**config.mk**
```make
export PLATFORM = sky130hd
export DESIGN_NAME = ccb_branch_unit
export DESIGN_NICKNAME = d
export VERILOG_FILES = /design/src/rtl/ccb_pkg.sv /design/src/rtl/ccb_cc_reg.sv /design/src/rtl/ccb_addr_gen.sv /design/src/rtl/ccb_branch_dec.sv /design/src/rtl/ccb_branch_unit.sv
export SDC_FILE = /design/constraint.sdc
export NUM_CORES = 1
export LEC_CHECK = 0
export BUFFER_PORTS_ARGS = -buffer_cell sky130_fd_sc_hd__buf_2
export CAP_MARGIN = 20
export CELL_PAD_IN_SITES_DETAIL_PLACEMENT = 0
export CELL_PAD_IN_SITES_GLOBAL_PLACEMENT = 2
export CORE_MARGIN = 8
export CORE_UTILIZATION = 29
export CTS_CLUSTER_DIAMETER = 80
export DETAILED_ROUTE_END_ITERATION = 8
export PLACE_DENSITY_LB_ADDON = 0.1
export SKIP_CTS_REPAIR_TIMING = 1
export SLEW_MARGIN = 20
export SYNTH_ARGS = -nofsm -noshare
export SYNTH_HDL_FRONTEND = slang
export SYNTH_SLANG_ARGS = --single-unit
export TNS_END_PERCENT = 10
```
**constraint.sdc**
```tcl
create_clock -name clk -period 4.65 [get_ports clk]
set_input_delay 0.6975 -clock clk [delete_from_list [all_inputs] [get_ports clk]]
set_output_delay 0.6975 -clock clk [all_outputs]
set_load 0.02 [all_outputs]
```
**src/rtl/ccb_pkg.sv**
```systemverilog
package ccb_pkg;
  typedef enum logic [3:0] {
    OP_BR   = 4'h0, OP_ADD = 4'h1, OP_LD   = 4'h2, OP_ST  = 4'h3,
    OP_JSR  = 4'h4, OP_AND = 4'h5, OP_LDR  = 4'h6, OP_STR = 4'h7,
    OP_RTI  = 4'h8, OP_NOT = 4'h9, OP_LDI  = 4'hA, OP_STI = 4'hB,
    OP_JMP  = 4'hC, OP_RSV = 4'hD, OP_LEA  = 4'hE, OP_TRAP = 4'hF
  } opcode_e;

  typedef struct packed {
    logic n;
    logic z;
    logic p;
  } cc_t;

  localparam cc_t CC_RESET = '{n: 1'b0, z: 1'b1, p: 1'b0};
endpackage

```
**src/rtl/ccb_cc_reg.sv**
```systemverilog
module ccb_cc_reg
  import ccb_pkg::*;
#(
  parameter int DATA_W = 16
) (
  input  logic              clk,
  input  logic              rst_n,
  input  logic              upd,
  input  logic [DATA_W-1:0] result,
  output cc_t               cc
);
  localparam int SIGN_BIT = DATA_W - 1;

  cc_t cc_next;

  always_comb begin
    cc_next.n = result[SIGN_BIT];
    cc_next.z = (result == '0);
    cc_next.p = !result[SIGN_BIT] && (result != '0);
  end

  always_ff @(posedge clk or negedge rst_n) begin
    if (!rst_n)   cc <= CC_RESET;
    else if (upd) cc <= cc_next;
  end

  AST_CC_RESET_VAL: assert property (@(posedge clk) disable iff (!rst_n)
    $rose(rst_n) |-> (cc == CC_RESET));
  AST_CC_ONE_HOT: assert property (@(posedge clk) disable iff (!rst_n)
    $countones(cc) == 1);
  AST_CC_NEG_SET: assert property (@(posedge clk) disable iff (!rst_n)
    (upd && result[SIGN_BIT]) |=> cc.n);
  AST_CC_HOLD: assert property (@(posedge clk) disable iff (!rst_n)
    !upd |=> $stable(cc));
endmodule

```
**src/rtl/ccb_addr_gen.sv**
```systemverilog
module ccb_addr_gen
  import ccb_pkg::*;
#(
  parameter int DATA_W = 16,
  parameter int OFF_S_W = 6,
  parameter int OFF_M_W = 9,
  parameter int OFF_L_W = 11,
  parameter int VEC_W = 8
) (
  input  logic [DATA_W-1:0] instr,
  input  logic [DATA_W-1:0] pc_inc,
  input  logic [DATA_W-1:0] base_val,
  output logic [DATA_W-1:0] ea
);
  localparam int OP_LSB = DATA_W - 4;
  localparam int LINK_BIT = OFF_L_W;

  logic [DATA_W-1:0] off_s, off_m, off_l, vec_z;
  opcode_e op;

  assign op    = opcode_e'(instr[DATA_W-1:OP_LSB]);
  assign off_s = {{(DATA_W-OFF_S_W){instr[OFF_S_W-1]}}, instr[OFF_S_W-1:0]};
  assign off_m = {{(DATA_W-OFF_M_W){instr[OFF_M_W-1]}}, instr[OFF_M_W-1:0]};
  assign off_l = {{(DATA_W-OFF_L_W){instr[OFF_L_W-1]}}, instr[OFF_L_W-1:0]};
  assign vec_z = {{(DATA_W-VEC_W){1'b0}}, instr[VEC_W-1:0]};

  always_comb begin
    unique case (op)
      OP_BR, OP_LD, OP_ST, OP_LDI, OP_STI, OP_LEA: ea = pc_inc + off_m;
      OP_JSR:           ea = instr[LINK_BIT] ? (pc_inc + off_l) : base_val;
      OP_LDR, OP_STR:   ea = base_val + off_s;
      OP_JMP:           ea = base_val;
      OP_TRAP:          ea = vec_z;
      default:          ea = '0;
    endcase
  end
endmodule

```
**src/rtl/ccb_branch_dec.sv**
```systemverilog
module ccb_branch_dec
  import ccb_pkg::*;
#(
  parameter int DATA_W = 16
) (
  input  logic [DATA_W-1:0] instr,
  input  cc_t               cc,
  output logic              taken
);
  localparam int OP_LSB = DATA_W - 4;
  localparam int MASK_HI = OP_LSB - 1;
  localparam int MASK_LO = OP_LSB - 3;

  logic [2:0] sel;
  opcode_e op;

  assign op  = opcode_e'(instr[DATA_W-1:OP_LSB]);
  assign sel = instr[MASK_HI:MASK_LO];

  always_comb begin
    unique case (op)
      OP_BR:          taken = |(sel & cc);
      OP_JMP, OP_JSR: taken = 1'b1;
      default:        taken = 1'b0;
    endcase
  end
endmodule

```
**src/rtl/ccb_branch_unit.sv**
```systemverilog
module ccb_branch_unit
  import ccb_pkg::*;
#(
  parameter int DATA_W = 16
) (
  input  logic              clk,
  input  logic              rst_n,
  input  logic [DATA_W-1:0] instr,
  input  logic [DATA_W-1:0] pc_inc,
  input  logic [DATA_W-1:0] base_val,
  input  logic [DATA_W-1:0] wr_val,
  input  logic              cc_upd,
  output logic [2:0]        cc_flags,
  output logic              br_taken,
  output logic [DATA_W-1:0] next_pc,
  output logic [DATA_W-1:0] eff_addr
);
  localparam int OP_LSB = DATA_W - 4;

  cc_t cc;

  ccb_cc_reg #(.DATA_W(DATA_W)) u_cc (
    .clk(clk), .rst_n(rst_n), .upd(cc_upd), .result(wr_val), .cc(cc)
  );

  ccb_branch_dec #(.DATA_W(DATA_W)) u_dec (
    .instr(instr), .cc(cc), .taken(br_taken)
  );

  ccb_addr_gen #(.DATA_W(DATA_W)) u_ag (
    .instr(instr), .pc_inc(pc_inc), .base_val(base_val), .ea(eff_addr)
  );

  assign cc_flags = cc;
  assign next_pc  = br_taken ? eff_addr : pc_inc;

  AST_BR_EMPTY_SEL: assert property (@(posedge clk) disable iff (!rst_n)
    (instr[DATA_W-1:OP_LSB] == 4'h0 && instr[OP_LSB-1:OP_LSB-3] == 3'b000)
      |-> !br_taken);
  AST_BR_FULL_SEL: assert property (@(posedge clk) disable iff (!rst_n)
    (instr[DATA_W-1:OP_LSB] == 4'h0 && instr[OP_LSB-1:OP_LSB-3] == 3'b111)
      |-> br_taken);
  AST_JMP_TO_BASE: assert property (@(posedge clk) disable iff (!rst_n)
    (instr[DATA_W-1:OP_LSB] == 4'hC) |-> (br_taken && next_pc == base_val));
  AST_ALU_NO_JUMP: assert property (@(posedge clk) disable iff (!rst_n)
    (instr[DATA_W-1:OP_LSB] == 4'h1) |-> (!br_taken && next_pc == pc_inc));
endmodule

```
# Word level (Yosys, flattened, before mapping)
# Index checks and enable logic that the tools add are counted.
dict set report totals {
  reg_bits 3
  inputBits 67
  output_inout_bits 36
  wordCells 30
}
dict set report classes {
  addsub 3
  eq_ne 10
  mux 4
  bitwise_logic 1
  n_reduce_logical 9
}
# operator n
set ops {}
lappend ops {{case mux 16 bit (5 select lines)} 1}
lappend ops {{adder 16 bit} 3}
lappend ops {{two-way mux 16 bit} 2}
lappend ops {{== test 4 bit, second input constant} 5}
lappend ops {{logical NOT 16 bit} 1}
lappend ops {{nonzero test 16 bit} 1}
lappend ops {{== test 4 x 3 -> 1 bit, second input constant} 3}
lappend ops {{== test 4 x 2 -> 1 bit, second input constant} 2}
lappend ops {{OR reduction 6 bit} 1}
lappend ops {{logical NOT 4 bit} 1}
lappend ops {{OR reduction 2 bit} 2}
lappend ops {{AND 3 bit} 1}
lappend ops {{OR reduction 3 bit} 1}
lappend ops {{case mux 1 bit (2 select lines)} 1}
lappend ops {{logical AND 1 bit} 1}
lappend ops {{logical NOT 1 bit} 1}

# Depth between registers and ports, before layout
# Gate-level depths: netlist (run 1).
dict set report logic_depth {
  depth_word 4
  ltp_mapped 9
  mapped_depth_nobuf 9
}

# Hierarchy
# A second synthesis (run 1) with hierarchy kept.
dict set report hier_totals {
  cells_unflattened 322
  hier_area_um2 2576.2
}
# module instances cells_per_inst area_each_um2 seq_area_each_um2
set modules_own_cells {}
lappend modules_own_cells {ccb_addr_gen 1 285 2132.0 0.0}
lappend modules_own_cells {ccb_branch_unit 1 18 249.0 0.0}
lappend modules_own_cells {ccb_cc_reg 1 14 157.7 76.3}
lappend modules_own_cells {ccb_branch_dec 1 5 37.5 0.0}

# Worst setup path before layout (run 1)
# No wires, ideal clock.
dict set report synth_path {
  path_kind {input-to-output}
  startpoint {input port instr[0]}
  endpoint {output port next_pc[8]}
  arrival_time_ns 3.016
  required_time_ns 3.953
  slack_ns 0.936
  cell_stages 9
  n_path_buf 0
  cell_sequence {ha_1 > fa_1 > a21o_1 > a221oi_4 > o21ai_2 > xor2_1 > a222oi_1 > nand3_1 > mux2_2}
}
dict set report synth_via {
  elab_chain_len 4
  elab_cells_between_ends 6
  cone_classes {3 x add/sub; 3 x mux}
}
# element line_no
set synth_lines {}
lappend synth_lines {{start, declared} ccb_branch_unit.sv:8} ;# input logic [DATA_W-1:0] instr,
lappend synth_lines {{adder 16 bit} ccb_addr_gen.sv:30} ;# OP_JSR: ea = instr[LINK_BIT] ? (pc_inc + off_l) : base_val;
lappend synth_lines {{two-way mux 16 bit} ccb_addr_gen.sv:30}
lappend synth_lines {{case mux 16 bit (5 select lines) *} ccb_addr_gen.sv:28} ;# unique case (op)
lappend synth_lines {{named net eff_addr[8]} ccb_branch_unit.sv:16} ;# output logic [DATA_W-1:0] eff_addr
lappend synth_lines {{two-way mux 16 bit *} ccb_branch_unit.sv:35} ;# assign next_pc = br_taken ? eff_addr : pc_inc;
lappend synth_lines {{end, declared} ccb_branch_unit.sv:15} ;# output logic [DATA_W-1:0] next_pc,
# The timed path passes the listed nets; every way through them passes the cells marked *.

# Worst setup path after layout (run 1)
dict set report layout_path {
  startpoint {input port instr[5]}
  endpoint {output port next_pc[7]}
}
dict set report layout_via {
  elab_chain_len 4
  elab_cells_between_ends 6
  cone_classes {3 x add/sub; 3 x mux}
}
# element line_no
set layout_lines {}
lappend layout_lines {{adder 16 bit} ccb_addr_gen.sv:30}
lappend layout_lines {{two-way mux 16 bit} ccb_addr_gen.sv:30}
lappend layout_lines {{case mux 16 bit (5 select lines) *} ccb_addr_gen.sv:28}
lappend layout_lines {{two-way mux 16 bit *} ccb_branch_unit.sv:35}
# Mark *: on every way between the ends. The rest lies on a longest branch, timed or not.

==> flow_summary.ini, run 1 <==
[yosys]
synth_edf_count = 0
synthAdderAreaFrac_pct = 18.8
ys_seq_area_share_pct = 2.93
yosys-top-cells-area = ha_1 17%, nor2_1 5.3%, a21oi_1 5.0%
synth-async-reset-ratio_pct = 100
synth-seq-cells = 3
synth_top_family_by_area = compound AO/OA/AOI/OAI gates
synth_compound_area_share_pct = 36.9
synth_ff_type = dfrtp_1
netlist_area_mm2 = 0.00260
synth_nets = 464
yosysWarnings = 0
avgSynthCellArea_um2 = 7.25
synth.area.mux_share_pct = 7.07
yosys.area.top_type_share_pct = 17.3
yosys.area_share.xor_xnor_pct = 8.08
synth-simple-area-share_pct = 23.0
synth_top_cell_by_area = ha_1
synth_cell_types = 59
synthCells = 359

[clock_tree]
cts_tree = built
cts_max_level = 1
path_clk_slew_ns = 0.03
clock_path_buffers = 2
cts_buffers = 3
clk_latency_ns = 0.21
clock-sinks = 3
clock-root-buffer = clkbuf_8

[final_layout]
top_regs = u_cc.cc: 3 flops
final_nets = 562
multi_input_area_mm2 = 0.00244
largest_register_ffs = 3
syn_to_final_growth_pct = 25.7
drive_above_1_share_pct = 28.9
diodes = 0
largest_register = u_cc.cc
fill_cells = 971
seq_area_um2 = 76.3

[detailed_routing]
ant_nets = 0
routed_wl_mm = 10.4
drt_iter0_drc = 131
first_pass_iters = 5
num_vias = 3203
viasPerCell = 5.68
post_drt_wl_per_cell_um = 18.4
drc = 0

[die]
num_rows = 34
die_h_um = 111
coreArea_mm2 = 0.00872
ios = 103
initial_core_util_pct = 29.8
fp.dieW_um = 111
dieArea_mm2 = 0.0123

[flow_run]
max_cap_violations = 0

[power]
peakVddDrop_mv = 0.101
p_leak_nw = 1.56
powerDensity_mw_per_mm2 = 180

[sta]
drv_slew = 0
setup_viol = 0
rsz0062_at_grt = false
fin_skew_ns = 0
min_period_over_period_pct = 84.7
hold_viol_final = 0
whs_ns = 0.271
worst_slack_ns = 0.713
min_period_ns = 3.94
slew_headroom_pct = 28.5
worstMarginPinSlew_ns = 1.07
setup_tns_ns = 0
fmax_ghz = 0.254

[setup_path]
cp-end-kind = primary output
crit_path_start_kind = input port
worst-setup-path-type = in2out
cp_max_fo = 15
arrival_ns = 3.24
worst_ep_required_time_ns = 3.95

[grt]
antenna_found_initial = 0
grt_start_max_net_pins = 27
grt_overflow = 0
grt_pass1_vias = 3469
grt_use_total_pct = 16.4
grt_pass1_wl_mm = 17.2

[placement]
hpwl_mm = 8.98
dp_slack_ns = 0.699
io_buffers = 102
gp_congestion = 0.828

[hold_path]
hold_path.class = in2async

[outcome]
outcome = completed
-- cells by family after synthesis --
| kind of cell | after synthesis |
|---|---|
| AO/OA/AOI/OAI | 135 |
| adder cells (fa/ha/maj) | 38 |
| XOR/XNOR | 24 |
| buffers and inverters | 22 |
| flip-flops | 3 |
| AND/OR/NAND/NOR | 120 |
| multiplexers | 17 |
-- cells in the mapped netlist (4+ instances only) --
master     n
o21ai_0   25
nand4_1    8
a31oi_1   11
clkbuf_1  12
a21oi_1   26
nor3b_1    5
a21o_1    14
nand3_1   12
xor2_1    10
nor2b_1    5
nor3_1     6
ha_1      36
and3_1     6
inv_1     10
nand2b_1   4
a222oi_1  11
mux2_2    11
nor4_1     4
nand2_1   21
xnor2_1   14
nor2_1    37
mux2i_1    6
o31ai_1    4
or2_2      5
a221oi_1   4
-- routing by layer --
metal  vias up  global-route usage, %  wire length [µm]
li1       1617                      -                 -
met1      1473                   20.4              4720
met2       102                   28.5              4950
met3        11                   2.65               550
met4         0                   3.69               176
met5         -                      0                 0
-- worst max-delay path, cell delays in order --
cell and delay [ns]:
buf_2 0.30, ha_1 0.29, o21ai_0 0.18, nor2b_1 0.18
a41oi_1 0.44, xor2_1 0.13, a222oi_1 0.38, o31ai_1 0.17
mux2_2 0.29, buf_2 0.16
-- power breakdown --
part | internal [mW] | switching [mW]
clock | 0.0584 | 0.0166
combinational | 0.193 | 0.290
sequential | 0.0281 | 0.00138
total | 0.279 | 0.308
-- layout make-up --
class	count	share of cell area [%]
clock buffers	4	1.38
well taps	108	4.13
repair buffers	105	16.3
multi-input cells	334	74.7
inverters	10	1.15
flip-flops and latches	3	2.33
-- stage by stage --
stage | std cells | instance area [µm²] | util [%] | total power, mW
floorplan | 359 | 2600 | - | 0.358
global placement | 560 | 3230 | 37.0 | 0.515
detailed placement | 560 | 3230 | 37.0 | 0.514
CTS | 564 | 3270 | 37.5 | 0.593
global route | 564 | 3270 | 37.5 | 0.649
finish | 564 | 3270 | 37.5 | 0.587
-- cell usage in the layout, fill, tap and decap left out, drive strengths merged, types with 3 or more instances in the layout --
cell,count
a21oi,27
nand2,21
nand2b,4
o21ai,29
clkbuf,4
nor3b,5
o21a,3
mux2,11
nor4,4
nor3,6
nand4,8
a21o,14
xnor2,14
inv,10
mux2i,6
a211o,3
buf,105
xor2,10
o31ai,5
ha,36
nand3,12
a21boi,3
a222oi,11
nor2,38
a31oi,11
a221oi,6
and3,6
or2,5
nor2b,5
a211oi,3
o22ai,3
-- worst paths after layout --
kind                            start    endpoint  slack [ns]  cells after the start
setup / recovery             instr[5]  next_pc[7]        0.71                     10
hold / removal                  rst_n  u_cc.cc[2]        0.27                      1
setup reg to reg           u_cc.cc[2]  u_cc.cc[2]        3.87                      1
hold reg to reg            u_cc.cc[0]  u_cc.cc[0]        0.54                      1
max in group asynchronous       rst_n  u_cc.cc[1]        4.18                      1
min in group clk           u_cc.cc[0]  u_cc.cc[0]        0.54                      1
(Power assumes the default switching activity.)
==> run 2, diff against run 1 <==
- ABC_AREA: not set -> 1
- CORE_UTILIZATION: 29 -> 22
- clock period: 4.65 -> 3.16 ns (I/O delays scaled with it)
==> run 2 against run 1 <==
  * Setup slack worse by 0.45 ns
  * Critical path type unchanged
  * Clock power rose to 2.7 times the previous value
  * Largest power group unchanged
  * Sequential power up 45%
  * Highest routed layer unchanged
==> flow_summary.ini, run 2 <==
[outcome]
outcome = completed

[setup_path]
endpoint = next_pc[9]
worst_ep_required_time_ns = 2.69
cp-end-kind = primary output
critPathLaunch = instr[5]
r2r_slack_ns = 2.45
r2r_cells = 2
worst-setup-path-type = in2out
r2r-end = u_cc.cc[1]
crit_path_start_kind = input port
arrival_ns = 2.42
r2r-start = u_cc.cc[1]
cp_max_fo = 13

[power]
powerDensity_mw_per_mm2 = 248
peakVddDrop_mv = 0.205
p_leak_nw = 2.31

[yosys]
synth-async-reset-ratio_pct = 100
synthAdderAreaFrac_pct = 15.5
synth-seq-cells = 3
synthCells = 616
yosys-top-cells-area = nand2_1 32%, ha_1 14%, inv_1 10%
synth_ff_type = dfrtp_1
synth_top_family_by_area = simple AND/OR/NAND/NOR gates
synth.area.mux_share_pct = 0
netlist_area_mm2 = 0.00315
synth_nets = 721
synth_compound_area_share_pct = 9.12
synth-simple-area-share_pct = 59.1
synthTopCellsByCount = 266 x nand2_1, 87 x inv_1, 64 x nand3_1, 43 x nor2_1, 36 x ha_1
synth_cell_types = 38
yosys.area.top_type_share_pct = 31.7
synth.most_common_cell = nand2_1
synth_edf_count = 0
yosysWarnings = 0
avgSynthCellArea_um2 = 5.12
synth_top_cell_by_area = nand2_1
yosys.area_share.xor_xnor_pct = 1.11
ys_seq_area_share_pct = 2.42

[final_layout]
drive_above_1_share_pct = 19.1
syn_to_final_growth_pct = 24.6
largest_register_ffs = 3
most-common-layout-cells = 266 x nand2_1, 102 x buf_2, 87 x inv_1, 64 x nand3_1, 43 x nor2_1
final_nets = 825
diodes = 0
largest_register = u_cc.cc
top_regs = u_cc.cc: 3 flops
seq_area_um2 = 76.3
fill_cells = 1681
layout_commonest_cell = nand2_1
fin_util_pct = 28.2
multi_input_area_mm2 = 0.00268

[detailed_routing]
post_drt_wl_per_cell_um = 15.4
viasPerCell = 4.59
drt_iter0_drc = 210
first_pass_iters = 4
ant_nets = 0
routed_wl_mm = 13.8
num_vias = 4124
drc = 0

[sta]
drv_slew = 0
min_period_ns = 2.90
hold_viol_final = 0
slew_headroom_pct = 65.3
min_period_over_period_pct = 91.7
setup_tns_ns = 0
setup_viol = 0
fmax_ghz = 0.345
whs_ns = 0.0432
fin_skew_ns = 0
rsz0062_at_grt = false
worstMarginPinSlew_ns = 0.519

[grt]
grt_overflow = 0
antenna_found_initial = 0
grt_start_max_net_pins = 18
grt_pass1_vias = 4197
grt_use_total_pct = 14.9
grt_pass1_wl_mm = 22.0

[flow_run]
max_cap_violations = 0

[clock_tree]
clock_path_buffers = 2
cts_tree = built
path_clk_slew_ns = 0.03
cts_buffers = 3
clock-root-buffer = clkbuf_16
cts_max_level = 1
clk_latency_ns = 0.22
clock-sinks = 3

[die]
die_h_um = 136
num_rows = 43
coreArea_mm2 = 0.0139
ios = 103
dieArea_mm2 = 0.0184
fp.dieW_um = 136
initial_core_util_pct = 22.6

[hold_path]
hold_path.class = in2async

[placement]
io_buffers = 102
gp_congestion = 0.802
hpwl_mm = 12.2
-- run 2: report_power, final --
group	switching (mW)	internal, mW
clock	0.0340	0.166
sequential	0.00169	0.0411
combinational	0.482	0.249
total	0.518	0.456
-- run 2: routing by layer --
layer  wire length, µm  vias up  track usage, %
li1                  -     2182               -
met1              6570     1814            19.7
met2              6400      122            25.6
met3               777        6            2.30
met4                70        0            1.54
met5                 0        -               0
-- run 2: through the flow --
stage               total power, mW  worst slack (ns)  cells  area [µm²]
floorplan                     0.528             0.535    616        3150
global route                   1.09            0.0362    899        3930
CTS                           0.991             0.227    899        3930
global placement              0.784             0.233    895        3850
finish                        0.974             0.262    899        3930
detailed placement            0.782             0.227    895        3850
-- run 2: final cells by class --
type,instances,share of cell area [%]
inverter,91,8.82
multi-input combinational,517,68.1
tap,180,5.73
timing repair buffer,104,13.4
sequential,3,1.94
clock buffer,4,2.01
-- run 2: worst min path at each step --
stage	start	end	slack, ns	cells past startpoint
2_1_floorplan	rst_n	u_cc.cc[0]	0.18	0
3_3_place_gp	rst_n	u_cc.cc[2]	0.27	1
3_5_place_dp	rst_n	u_cc.cc[2]	0.27	1
4_1_cts	rst_n	u_cc.cc[2]	0.04	1
5_1_grt	rst_n	u_cc.cc[0]	0.04	1
6_report	rst_n	u_cc.cc[0]	0.04	1
-- run 2: critical path, stage by stage --
cell,delay (ns)
buf_2,0.28
ha_1,0.35
nand2_1,0.13
inv_1,0.07
a21oi_1,0.21
nand2_2,0.16
nand2_2,0.12
nand3b_1,0.09
nand3_1,0.10
nand4_2,0.16
nand2_1,0.10
nand2_1,0.05
buf_2,0.15
-- run 2: cell families (layout without fill, tap and decap cells) --
family	Yosys count	count (layout)
compound gates	46	46
xor+xnor	4	4
fa+ha+maj	38	38
flops	3	3
buf+inv	96	199
simple gates	429	429
